### src/rtl/duty_interp_pkg.sv
// Package: shared types for the duty-cycle interpolation selector.
// Assumes: sel_hi is encoded 1 = upper tap, 0 = lower tap.
package duty_interp_pkg;
    typedef enum logic {
        TAP_LOWER = 1'b0,
        TAP_UPPER = 1'b1
    } tap_pick_e;

    // Decides which tap a slot uses, given the slot number and the loaded fraction.
    function automatic tap_pick_e pick_for_slot(input logic [7:0] slot, input logic [7:0] frac);
        return (slot < frac) ? TAP_UPPER : TAP_LOWER;
    endfunction
endpackage

### src/rtl/duty_slot_ctr.sv
// Module: slot counter for one interpolation period.
// Counts 0..2**FRAC_W-1 and wraps freely.
// A restart forces the count to 0 on the same edge.
// Assumes: synchronous active-low reset.
module duty_slot_ctr #(
    parameter int FRAC_W = 5
) (
    input  logic              clk,
    input  logic              rst_n,
    input  logic              restart,
    output logic [FRAC_W-1:0] slot
);
    logic [FRAC_W-1:0] slot_q;

    // Advance the slot number; a restart sets it to zero.
    always_ff @(posedge clk) begin
        if (!rst_n) begin
            slot_q <= '0;
        end else if (restart) begin
            slot_q <= '0;
        end else begin
            slot_q <= slot_q + 1'b1;
        end
    end

    assign slot = slot_q;
endmodule

### src/rtl/duty_code_latch.sv
// Module: holds the pixel code for one period and decodes the tap pair.
// Assumes: load is the period-start strobe. The code is captured only then.
module duty_code_latch #(
    parameter int CODE_W = 8,
    parameter int FRAC_W = 5,
    localparam int BASE_W = CODE_W - FRAC_W
) (
    input  logic              clk,
    input  logic              rst_n,
    input  logic              load,
    input  logic [CODE_W-1:0] code,
    output logic [FRAC_W-1:0] frac,
    output logic [BASE_W-1:0] tap_lo,
    output logic [BASE_W:0]   tap_hi
);
    logic [BASE_W-1:0] base_q;
    logic [FRAC_W-1:0] frac_q;

    // Capture both code fields at period start only.
    always_ff @(posedge clk) begin
        if (!rst_n) begin
            base_q <= '0;
            frac_q <= '0;
        end else if (load) begin
            base_q <= code[CODE_W-1:FRAC_W];
            frac_q <= code[FRAC_W-1:0];
        end
    end

    // Form the neighbouring tap pair from the held base.
    always_comb begin
        tap_lo = base_q;
        tap_hi = {1'b0, base_q} + 1'b1;
    end

    assign frac = frac_q;
endmodule

### src/rtl/duty_pulse_gen.sv
// Module: duty-ratio select pulse.
// The pulse is high in the first frac slots of a period and low in the rest.
// Assumes: slot and frac both come from registers, so the output has no hazards.
module duty_pulse_gen #(
    parameter int FRAC_W = 5
) (
    input  logic [FRAC_W-1:0] slot,
    input  logic [FRAC_W-1:0] frac,
    output logic              sel_hi
);
    import duty_interp_pkg::*;

    tap_pick_e pick;

    // Compare the slot with the fraction to choose the tap.
    always_comb begin
        pick   = pick_for_slot(8'(slot), 8'(frac));
        sel_hi = (pick == TAP_UPPER);
    end
endmodule

### src/rtl/duty_interp_sel.sv
// Module: top of the duty-cycle voltage interpolation selector.
// A strobe loads the code and restarts a 2**FRAC_W-slot period.
// The outputs name two adjacent taps and a pulse that alternates between them.
// Assumes: synchronous active-low reset; FRAC_W <= 8.
module duty_interp_sel #(
    parameter int CODE_W = 8,
    parameter int FRAC_W = 5,
    localparam int BASE_W = CODE_W - FRAC_W
) (
    input  logic              clk,
    input  logic              rst_n,
    input  logic              period_start,
    input  logic [CODE_W-1:0] code,
    output logic [BASE_W-1:0] tap_lo,
    output logic [BASE_W:0]   tap_hi,
    output logic              sel_hi
);
    logic [FRAC_W-1:0] slot;
    logic [FRAC_W-1:0] frac;

    duty_slot_ctr #(.FRAC_W(FRAC_W)) ctr_i (
        .clk     (clk),
        .rst_n   (rst_n),
        .restart (period_start),
        .slot    (slot)
    );

    duty_code_latch #(.CODE_W(CODE_W), .FRAC_W(FRAC_W)) latch_i (
        .clk    (clk),
        .rst_n  (rst_n),
        .load   (period_start),
        .code   (code),
        .frac   (frac),
        .tap_lo (tap_lo),
        .tap_hi (tap_hi)
    );

    duty_pulse_gen #(.FRAC_W(FRAC_W)) pulse_i (
        .slot   (slot),
        .frac   (frac),
        .sel_hi (sel_hi)
    );
endmodule

### config.mk
export PLATFORM = sky130hd
export DESIGN_NAME = duty_interp_sel
export DESIGN_NICKNAME = d
export VERILOG_FILES = /design/src/rtl/duty_interp_pkg.sv /design/src/rtl/duty_slot_ctr.sv /design/src/rtl/duty_code_latch.sv /design/src/rtl/duty_pulse_gen.sv /design/src/rtl/duty_interp_sel.sv
export SDC_FILE = /design/constraint.sdc
export NUM_CORES = 1
export LEC_CHECK = 0
export BUFFER_PORTS_ARGS = -buffer_cell sky130_fd_sc_hd__buf_2
export CAP_MARGIN = 10
export CORE_MARGIN = 4
export CORE_UTILIZATION = 43
export DETAILED_ROUTE_END_ITERATION = 7
export PLACE_DENSITY_LB_ADDON = 0.2
export SYNTH_ARGS = -nofsm -noshare
export SYNTH_HDL_FRONTEND = slang
export SYNTH_HIERARCHICAL = 1
export SYNTH_SLANG_ARGS = --single-unit
### constraint.sdc
create_clock -name clk -period 1.2 [get_ports clk]
set_clock_uncertainty 0.1 [all_clocks]
set_input_delay 0.18 -clock clk [delete_from_list [all_inputs] [get_ports clk]]
set_output_delay 0.18 -clock clk [all_outputs]
set_load 0.03 [all_outputs]
Word level (Yosys, flattened, before mapping) --
Cells that the tools add are included. W data, S select, Z words.
Operators by class: magnitude comparators 1, $add $sub $neg 2, muxes and demuxes 1, reduce and logical (&&, ||, !) cells 1, bitwise gates (word level) 1
Operators with widths (count):
- $add A5 B1 Y5 const B | 1
- $lt A5 B5 Y1 | 1
- $add A3 B1 Y4 const B | 1
- $reduce_or A2 Y1 | 1
- $mux W1 | 1
- $not A1 Y1 | 1
Word-level totals: output and inout port bits 8, register bits 13, input port bits 11, logic and storage cells 9

Depth between registers and ports, before layout --
Gate-level depths: netlist (run 1).
depth in word-level cells 2, depth in mapped cells 5, mapped depth without buffers 5

By module --
Netlist (run 1), hierarchy kept.
Modules (own cells, without submodules):
- duty_code_latch | area an instance 332.8 um^2, cells an instance 29, seq. area each 160.2 um^2, instances 1
- duty_slot_ctr | area an instance 206.4 um^2, cells an instance 20, seq. area each 100.1 um^2, instances 1
- duty_pulse_gen | area an instance 110.1 um^2, cells an instance 15, seq. area each 0.0 um^2, instances 1

Worst setup path after synthesis (run 1) --
No wires, ideal clock.
path type register to output, start register latch_i.frac_q[3] (netlist: latch_i/frac[3]), end output sel_hi, cell stages (with the launch flop) 6, buffers on the path 0, required time 0.920 ns, slack -0.406 ns, arrival 1.326 ns, cells stage by stage dfxtp_1 -> inv_1 -> ha_1 -> a21oi_2 -> nand2_1 -> a211oi_2
On the way: cells in the longest elaborated chain, start to end 2
Ends and longest elaborated chain:
- start: declaration | line duty_code_latch.sv:17 | logic [FRAC_W-1:0] frac_q;
- start signal: assignment | line duty_code_latch.sv:26 | frac_q <= code[FRAC_W-1:0];
- $lt A5 B5 Y1 | line duty_interp_pkg.sv:11 | return (slot < frac) ? TAP_UPPER : TAP_LOWER;
- $mux W1 | line duty_interp_pkg.sv:11
- end: declaration | line duty_interp_sel.sv:16 | output logic sel_hi
Every way passes these cells.

Worst setup path after layout (run 1) --
Ends and elaborated chain as after synthesis.

==> impl_metrics.json, run 1 <==
{
  "routedWlPerCell_um": 12.0,
  "nets": 109,
  "syn_area_per_cell_um2": 10.1,
  "cp.required_ns": 0.92,
  "setup_slack_ns": -0.493,
  "start_util": 0.475,
  "yosysTopAreaCell": "dfxtp_1",
  "worstPathMaxFanout": 3,
  "syn2layout_area_growth_pct": 48.6,
  "fillers": 102,
  "overflow": 0,
  "status": "finished with violations",
  "dr.pass1.iters": 2,
  "path_clk_slew_ns": 0.08,
  "layout_commonest_cell": "buf_2",
  "die_h_um": 46.9,
  "grt_pass1_wl_um": 2030,
  "vias": 499,
  "max-slew-margin-rel": 0.803,
  "worst_setup_path_end_kind": "output port",
  "cts_buffers": 3,
  "path_buf_inv": 2,
  "fin_area_um2": 965,
  "cp-start-kind": "register",
  "maxSlewViolCount": 0,
  "worst_path_largest_cell_delay_ns": 0.34,
  "synth_edf_count": 0,
  "tightestPinTransition_ns": 0.295,
  "crit_path_top_delay_cell": "dfxtp_2",
  "ys_warn_count": 6,
  "antenna_found_initial": 0,
  "multi_input_area_um2": 439,
  "crit_chain": "inv_2 > ha_4 > a21oi_2 > nand2_2 > a211oi_4 > buf_6",
  "power_mw": 0.948,
  "cap_violations": 0,
  "hold_violations": 0,
  "p_int_mw": 0.684,
  "ys_async_sr_fraction": 0,
  "final_util": 0.706,
  "synth_top_area_share": 0.401,
  "seq_area_um2": 278,
  "ant_nets": 0,
  "grt_max_degree": 14,
  "p_leak_nw": 0.440,
  "dpl.hpwl_um": 954,
  "fin_crit_sh": 1.41,
  "via_per_inst": 4.71,
  "rsz0062_at_grt": "true",
  "grtUsageTotal": 0.130,
  "holdWs_ns": 0.0630,
  "ys.flop_type": "dfxtp_1",
  "syn-num-nets": 81,
  "fmax_ghz": 0.591,
  "placed_area_um2": 861,
  "synth_seq_cells": 13,
  "clk_latency_ns": 0.27,
  "drc_errors": 0,
  "setup_viol": 4,
  "fin_crit_ns": 1.69,
  "power.density_nw_per_um2": 983,
  "crit_type": "register to output port",
  "comb_power_share": 0.226,
  "seq_area_frac_synth": 0.401,
  "floorplan.io_pins": 19,
  "switchingPower_mw": 0.264,
  "ys_types": 19,
  "drive_gt1_frac": 0.516,
  "synth_area_leaders": "dfxtp_1 40%, mux2i_1 15%, ha_1 12%, nor2b_1 7.7%, inv_1 4.0%",
  "p_clk_frac": 0.281,
  "cts_root_buffer": "clkbuf_4",
  "n_antenna_cell": 0,
  "seq_power_share": 0.493,
  "grt_pass1_vias": 480,
  "arrival_ns": 1.41,
  "syn_area_um2": 649,
  "h-tree-depth": 1,
  "cts_buffer_depth": 2,
  "die_w_um": 46.9,
  "first_iter_violations": 5,
  "switching_share": 0.278,
  "worstHoldPathType": "primary input to register",
  "crit_family": "flip-flops",
  "ir_worst_vdd_uv": 555,
  "core_area_um2": 1370,
  "cts_tree": "yes",
  "num_rows": 13,
  "die_area_um2": 2200,
  "final_cell_mix": "12 x buf_2, 10 x mux2i_1, 8 x nor2b_1",
  "violations": "setup timing",
  "finalWeightedCongestion": 0.784,
  "syn-instance-count": 64,
  "clock_sinks": 13,
  "totalWireLength_um": 1270,
  "io_buffer_count": 18,
  "finalSetupTns_ns": -0.802
}
-- synthesized netlist by cell type, drive strengths merged, types with 2 or more instances --
| master | number |
|---|---|
| a21oi | 2 |
| dfxtp | 13 |
| ha | 6 |
| inv | 7 |
| mux2i | 10 |
| nand3 | 3 |
| nand3b | 2 |
| nor2 | 3 |
| nor2b | 8 |
| or3b | 2 |
-- layer usage --
metal | vias up | global-route usage | share of wire | wire [µm]
met1 | 219 | 0.172 | 0.48 | 606
met5 | - | 0 | 0 | 0
met3 | 2 | 0.0345 | 0.041 | 52
met4 | 0 | 0.0663 | 0.011 | 14
li1 | 269 | - | - | -
met2 | 9 | 0.192 | 0.47 | 594
-- timing repair --
| item | in CTS | in global routing |
|---|---|---|
| endpoints found under the setup margin | 4 | 5 |
| setup buffers | 1 | 1 |
| gates resized for setup | 21 | 3 |
| endpoints found under the hold margin | 0 | 0 |
| pin swaps | 5 | 0 |
| hold buffers | 0 | 0 |
-- logic make-up (layout without fill, tap and decap cells) --
kind of cell	count (synthesis)	in the layout	share of synthesized area
buf+inv	8	35	0.0578
xor+xnor	2	2	0.0270
compound gates	3	3	0.0405
simple gates	22	22	0.204
fa+ha+maj	6	6	0.116
flops	13	13	0.401
mux	10	10	0.154
-- registers in the layout, summed over array words and instances (netlist names) --
name            flops
ctr_i/slot          5
latch_i/frac        5
latch_i/tap_lo      3
-- worst paths after layout --
kind,from,endpoint,slack (ns),cells after the start
max,latch_i/frac[3]$_SDFFE_PN0P_,sel_hi,-0.49,6
min,code[7],latch_i/tap_lo[2]$_SDFFE_PN0P_,0.06,3
min reg2reg,latch_i/frac[4]$_SDFFE_PN0P_,latch_i/frac[4]$_SDFFE_PN0P_,0.41,2
max reg2reg,ctr_i/slot[4]$_SDFF_PP0_,ctr_i/slot[4]$_SDFF_PP0_,0.08,3
-- area by class of cell --
cell class	instances	area share
Multi-Input combinational cell	43	0.455
Sequential cell	13	0.288
Timing Repair Buffer	24	0.183
Clock buffer	4	0.0272
Inverter	7	0.0272
Tap cell	15	0.0195
-- metrics by stage --
stage | cells | setup slack [ns]
after floorplan | 64 | -0.231
after global placement | 101 | -0.290
after detailed placement | 101 | -0.279
after CTS | 106 | -0.514
after global routing | 106 | -0.556
final | 106 | -0.493
-- power by group through the flow --
stage          combinational [mW]  sequential [mW]  clock (mW)
2_1_floorplan               0.127            0.488           0
3_3_place_gp                0.184            0.477           0
3_5_place_dp                0.186            0.479           0
4_1_cts                     0.216            0.469       0.281
5_1_grt                     0.232            0.470       0.296
6_report                    0.214            0.468       0.266
-- tightest hold or removal path, cell delays in order --
cell,delay (ns)
buf_2,0.08
mux2i_1,0.05
nor2b_1,0.09
Power figures use the tool's default switching activity.
==> run 2: changes to the inputs <==
--- a/config.mk
+++ b/config.mk
@@ -12,4 +12,5 @@
 export DETAILED_ROUTE_END_ITERATION = 7
 export PLACE_DENSITY_LB_ADDON = 0.2
+export SKIP_LAST_GASP = 1
 export SYNTH_ARGS = -nofsm -noshare
 export SYNTH_HDL_FRONTEND = slang
==> constraint.sdc (replaced) <==
create_clock -name clk -period 1.2 [get_ports clk]
set_clock_uncertainty 0.1 [all_clocks]
set_input_delay 0.18 -clock clk [delete_from_list [all_inputs] [get_ports clk]]
set_output_delay 0.18 -clock clk [all_outputs]
set_load 0.005 [all_outputs]
==> impl_metrics.json, run 2 (synthesized netlist as in run 1, its figures left out) <==
{
  "crit_path_top_delay_cell": "dfxtp_2",
  "finalSetupTns_ns": -0.813,
  "h-tree-depth": 1,
  "ir_worst_vdd_uv": 714,
  "holdWs_ns": 0.0627,
  "path_clk_slew_ns": 0.08,
  "pre_cts_ws_ns": -0.179,
  "r2r_start": "ctr_i/slot[4]$_SDFF_PP0_",
  "worstPathMaxFanout": 3,
  "crit_family": "flip-flops",
  "fillers": 106,
  "grt_pass1_vias": 519,
  "grt_max_degree": 14,
  "fmax_ghz": 0.601,
  "fin_crit_ns": 1.66,
  "vias": 574,
  "max-slew-margin-rel": 0.799,
  "multi_input_area_um2": 410,
  "hold_violations": 0,
  "via_per_inst": 5.22,
  "p_leak_nw": 0.456,
  "grtUsageTotal": 0.146,
  "placed_area_um2": 820,
  "cts_buffer_depth": 2,
  "arrival_ns": 1.38,
  "dr.pass1.iters": 4,
  "cts_tree": "yes",
  "die_w_um": 46.9,
  "maxSlewViolCount": 0,
  "layout_commonest_cell": "buf_2",
  "nets": 113,
  "drive_gt1_frac": 0.505,
  "cts_root_buffer": "clkbuf_4",
  "drc_errors": 0,
  "first_iter_violations": 9,
  "cp-start-kind": "register",
  "totalWireLength_um": 1510,
  "fin_crit_sh": 1.39,
  "setup_viol": 5,
  "finalWeightedCongestion": 0.693,
  "n_antenna_cell": 0,
  "final_cell_mix": "14 x buf_2, 10 x mux2i_1, 8 x nor2b_1",
  "grt_pass1_wl_um": 2250,
  "num_rows": 13,
  "cts_buffers": 3,
  "crit_type": "register to output port",
  "power_mw": 0.902,
  "violations": "setup timing",
  "ant_nets": 0,
  "crit_chain": "ha_4 > a21oi_2 > nand2_1 > a211oi_2 > buf_2",
  "startpoint": "ctr_i/slot[3]$_SDFF_PP0_",
  "overflow": 0,
  "power.density_nw_per_um2": 943,
  "floorplan.io_pins": 19,
  "seq_area_um2": 274,
  "die_h_um": 46.9,
  "cp.required_ns": 0.92,
  "dpl.hpwl_um": 1050,
  "clk_latency_ns": 0.27,
  "rsz0062_at_grt": "true",
  "min_from": "code[5]",
  "status": "finished with violations",
  "routedWlPerCell_um": 13.8,
  "syn2layout_area_growth_pct": 47.4,
  "io_buffer_count": 18,
  "antenna_found_initial": 0,
  "die_area_um2": 2200,
  "core_area_um2": 1370,
  "cap_violations": 0,
  "fin_area_um2": 957,
  "worst_path_largest_cell_delay_ns": 0.34,
  "tightestPinTransition_ns": 0.302,
  "worst_setup_path_end_kind": "output port",
  "start_util": 0.475,
  "path_buf_inv": 1,
  "setup_slack_ns": -0.463,
  "clock_sinks": 13,
  "worstHoldPathType": "primary input to register"
}
==> run 2: changes by cell type in the layout (fill, tap and decap cells not counted), sizes merged <==
| cell | change |
|---|---|
| buf | +4 |
==> run 2: power breakdown <==
group | internal, mW | switching [mW] | leakage [nW]
registers | 0.450 | 0.0169 | 0.110
clock network | 0.129 | 0.137 | 0.0150
logic | 0.0999 | 0.0695 | 0.330
==> run 2: path summary, 6_finish.rpt <==
| path | end | slack [ns] | cells past startpoint |
|---|---|---|---|
| worst max-delay path | sel_hi | -0.46 | 5 |
| worst min-delay path | latch_i/tap_lo[0]$_SDFFE_PN0P_ | 0.06 | 3 |
| worst max register to register | ctr_i/slot[4]$_SDFF_PP0_ | 0.07 | 3 |
| worst min register to register | ctr_i/slot[0]$_SDFF_PP0_ | 0.38 | 1 |
==> run 2: per-stage QoR <==
stage	cells	util
6_report	110	0.701
5_1_grt	110	0.701
4_1_cts	108	0.659
3_5_place_dp	102	0.600
3_3_place_gp	102	0.600
2_1_floorplan	64	-
==> run 2: layout make-up <==
type | count | share of cell area
Timing Repair Buffer | 28 | 0.210
Tap cell | 15 | 0.0196
Sequential cell | 13 | 0.286
Inverter | 7 | 0.0275
Multi-Input combinational cell | 43 | 0.429
Clock buffer | 4 | 0.0275
==> run 2: worst min-delay path: cells and delay by family <==
family,cells,cell delay [ns]
AND/OR/NAND/NOR,1,0.09
multiplexers,1,0.06
buffers and inverters,1,0.07
==> run 2: routing by layer <==
layer	wire length [µm]	up-vias	global-route usage
met5	0	-	0
met4	22	0	0.0331
met3	112	4	0.0613
met2	781	22	0.249
met1	597	267	0.169
li1	-	281	-
==> run 2: repair_timing <==
item / CTS / global route
hold buffers: 0 / 0
endpoints found under the setup margin: 4 / 7
pin swaps: 3 / 2
buffers inserted: 2 / 2
gates resized for setup: 10 / 11
==> run 3: changes to the inputs <==
--- a/config.mk
+++ b/config.mk
@@ -8,6 +8,8 @@
 export BUFFER_PORTS_ARGS = -buffer_cell sky130_fd_sc_hd__buf_2
 export CAP_MARGIN = 10
+export CELL_PAD_IN_SITES_DETAIL_PLACEMENT = 0
+export CELL_PAD_IN_SITES_GLOBAL_PLACEMENT = 2
 export CORE_MARGIN = 4
-export CORE_UTILIZATION = 43
+export CORE_UTILIZATION = 26
 export DETAILED_ROUTE_END_ITERATION = 7
 export PLACE_DENSITY_LB_ADDON = 0.2
==> constraint.sdc (replaced) <==
create_clock -name clk -period 1.2 [get_ports clk]
set_clock_uncertainty 0.1 [all_clocks]
set_input_delay 0.12 -clock clk [delete_from_list [all_inputs] [get_ports clk]]
set_output_delay 0.12 -clock clk [all_outputs]
set_load 0.1 [all_outputs]
==> impl_metrics.json, run 3 (synthesized netlist as in run 1, its figures left out) <==
{
  "power.density_nw_per_um2": 993,
  "vias": 545,
  "num_rows": 17,
  "cts_tree": "yes",
  "r2r-end": "ctr_i/slot[4]$_SDFF_PP0_",
  "placed_area_um2": 1010,
  "finalWeightedCongestion": 0.715,
  "crit_path_top_delay_cell": "dfxtp_1",
  "maxSlewViolCount": 0,
  "start_util": 0.283,
  "crit_family": "flip-flops",
  "whs_path_depth": 3,
  "crit_type": "register to output port",
  "crit_chain": "ha_4 > nand4_1 > a21oi_2 > a211oi_4 > buf_12",
  "ant_nets": 0,
  "grt_pass1_wl_um": 2500,
  "n_antenna_cell": 0,
  "floorplan.io_pins": 19,
  "drc_errors": 0,
  "r2r_setup_slack_ns": 0.07,
  "first_iter_violations": 3,
  "worstHoldPathType": "primary input to register",
  "r2r_start": "ctr_i/slot[1]$_SDFF_PP0_",
  "worstPathMaxFanout": 2,
  "startpoint": "ctr_i/slot[2]$_SDFF_PP0_",
  "drive_gt1_frac": 0.557,
  "core_area_um2": 2300,
  "cts_buffers": 3,
  "grtUsageTotal": 0.101,
  "path_buf_inv": 1,
  "dr.pass1.iters": 3,
  "tightestPinTransition_ns": 0.312,
  "grt_max_degree": 14,
  "nets": 115,
  "syn2layout_area_growth_pct": 76.1,
  "cts_root_buffer": "clkbuf_4",
  "clock_sinks": 13,
  "violations": "setup timing",
  "arrival_ns": 1.51,
  "max-slew-margin-rel": 0.792,
  "dpl.hpwl_um": 1110,
  "ff2ff_path_depth": 4,
  "fin_area_um2": 1140,
  "routedWlPerCell_um": 11.6,
  "h-tree-depth": 1,
  "holdWs_ns": 0.0118,
  "fin_crit_ns": 1.73,
  "die_h_um": 58.0,
  "io_buffer_count": 18,
  "die_area_um2": 3360,
  "fin_crit_sh": 1.45,
  "setup_slack_ns": -0.534,
  "worst_setup_path_end_kind": "output port",
  "final_cell_mix": "10 x mux2i_1, 10 x buf_2, 8 x nor2b_1, 8 x buf_12",
  "grt_pass1_vias": 539,
  "via_per_inst": 4.36,
  "worst_path_largest_cell_delay_ns": 0.40,
  "cp.depth": 5,
  "cts_buffer_depth": 2,
  "cp.required_ns": 0.98,
  "fmax_ghz": 0.577,
  "cp-start-kind": "register",
  "antenna_found_initial": 0,
  "die_w_um": 58.0,
  "hold_path_end": "latch_i/frac[2]$_SDFFE_PN0P_",
  "rsz0062_at_grt": "true",
  "hold_violations": 0,
  "totalWireLength_um": 1450,
  "ir_worst_vdd_uv": 894,
  "clk_latency_ns": 0.27,
  "status": "finished with violations",
  "min_from": "code[2]",
  "cap_violations": 0,
  "p_leak_nw": 0.494,
  "path_clk_slew_ns": 0.08,
  "overflow": 0,
  "setup_viol": 5,
  "power_mw": 1.14,
  "finalSetupTns_ns": -0.883
}
run 3: changes by cell type in the layout (fill, tap and decap cells not counted), sizes merged:
cell         change
dlygate4sd3      +3
buf              -1
clkinvlp         +1
inv              -1
run 3: worst min-delay path: stages:
cell     delay [ns]
buf_2          0.08
mux2i_1        0.06
nor2b_1        0.09
run 3: worst max path at each step:
stage / endpoint
floorplan: sel_hi
CTS: sel_hi
detailed placement: sel_hi
global route: sel_hi
global placement: sel_hi
finish: sel_hi
run 3: what timing repair did:
action	4_1_cts	5_1_grt
hold endpoints to repair	2	1
endpoints found under the setup margin	4	8
resized for setup	4	9
setup buffers	3	0
pin swaps	3	2
hold buffers	2	1
run 3: where the power goes:
part / switching, mW / internal, mW / leakage [nW] / total [mW]
combinational: 0.230 / 0.172 / 0.368 / 0.402
clock: 0.137 / 0.129 / 0.0150 / 0.265
sequential: 0.0184 / 0.450 / 0.112 / 0.468
total: 0.386 / 0.750 / 0.494 / 1.14
run 3: final cells by class:
| class | instances | area (µm²) |
|---|---|---|
| sequential | 13 | 280 |
| fill | 228 | 1150 |
| tap | 28 | 35.0 |
| multi-input combinational | 43 | 457 |
| clock buffer | 4 | 26.3 |
| inverter | 7 | 30.0 |
| timing repair buffer | 30 | 315 |
run 3: per-stage QoR:
stage | util | cells | setup slack, ns
after floorplan | - | 64 | -0.679
after global placement | 0.442 | 115 | -0.277
after detailed placement | 0.442 | 115 | -0.289
after CTS | 0.475 | 124 | -0.551
after global routing | 0.498 | 125 | -0.606
final | 0.498 | 125 | -0.534
run 3: per-layer routing:
layer  wire, µm  share of wire  up-vias  track usage
li1           -              -      278            -
met2        688           0.48       12        0.152
met5          0              0        -            0
met3         91          0.063        2       0.0490
met4         12         0.0083        0       0.0298
met1        652           0.45      253        0.129
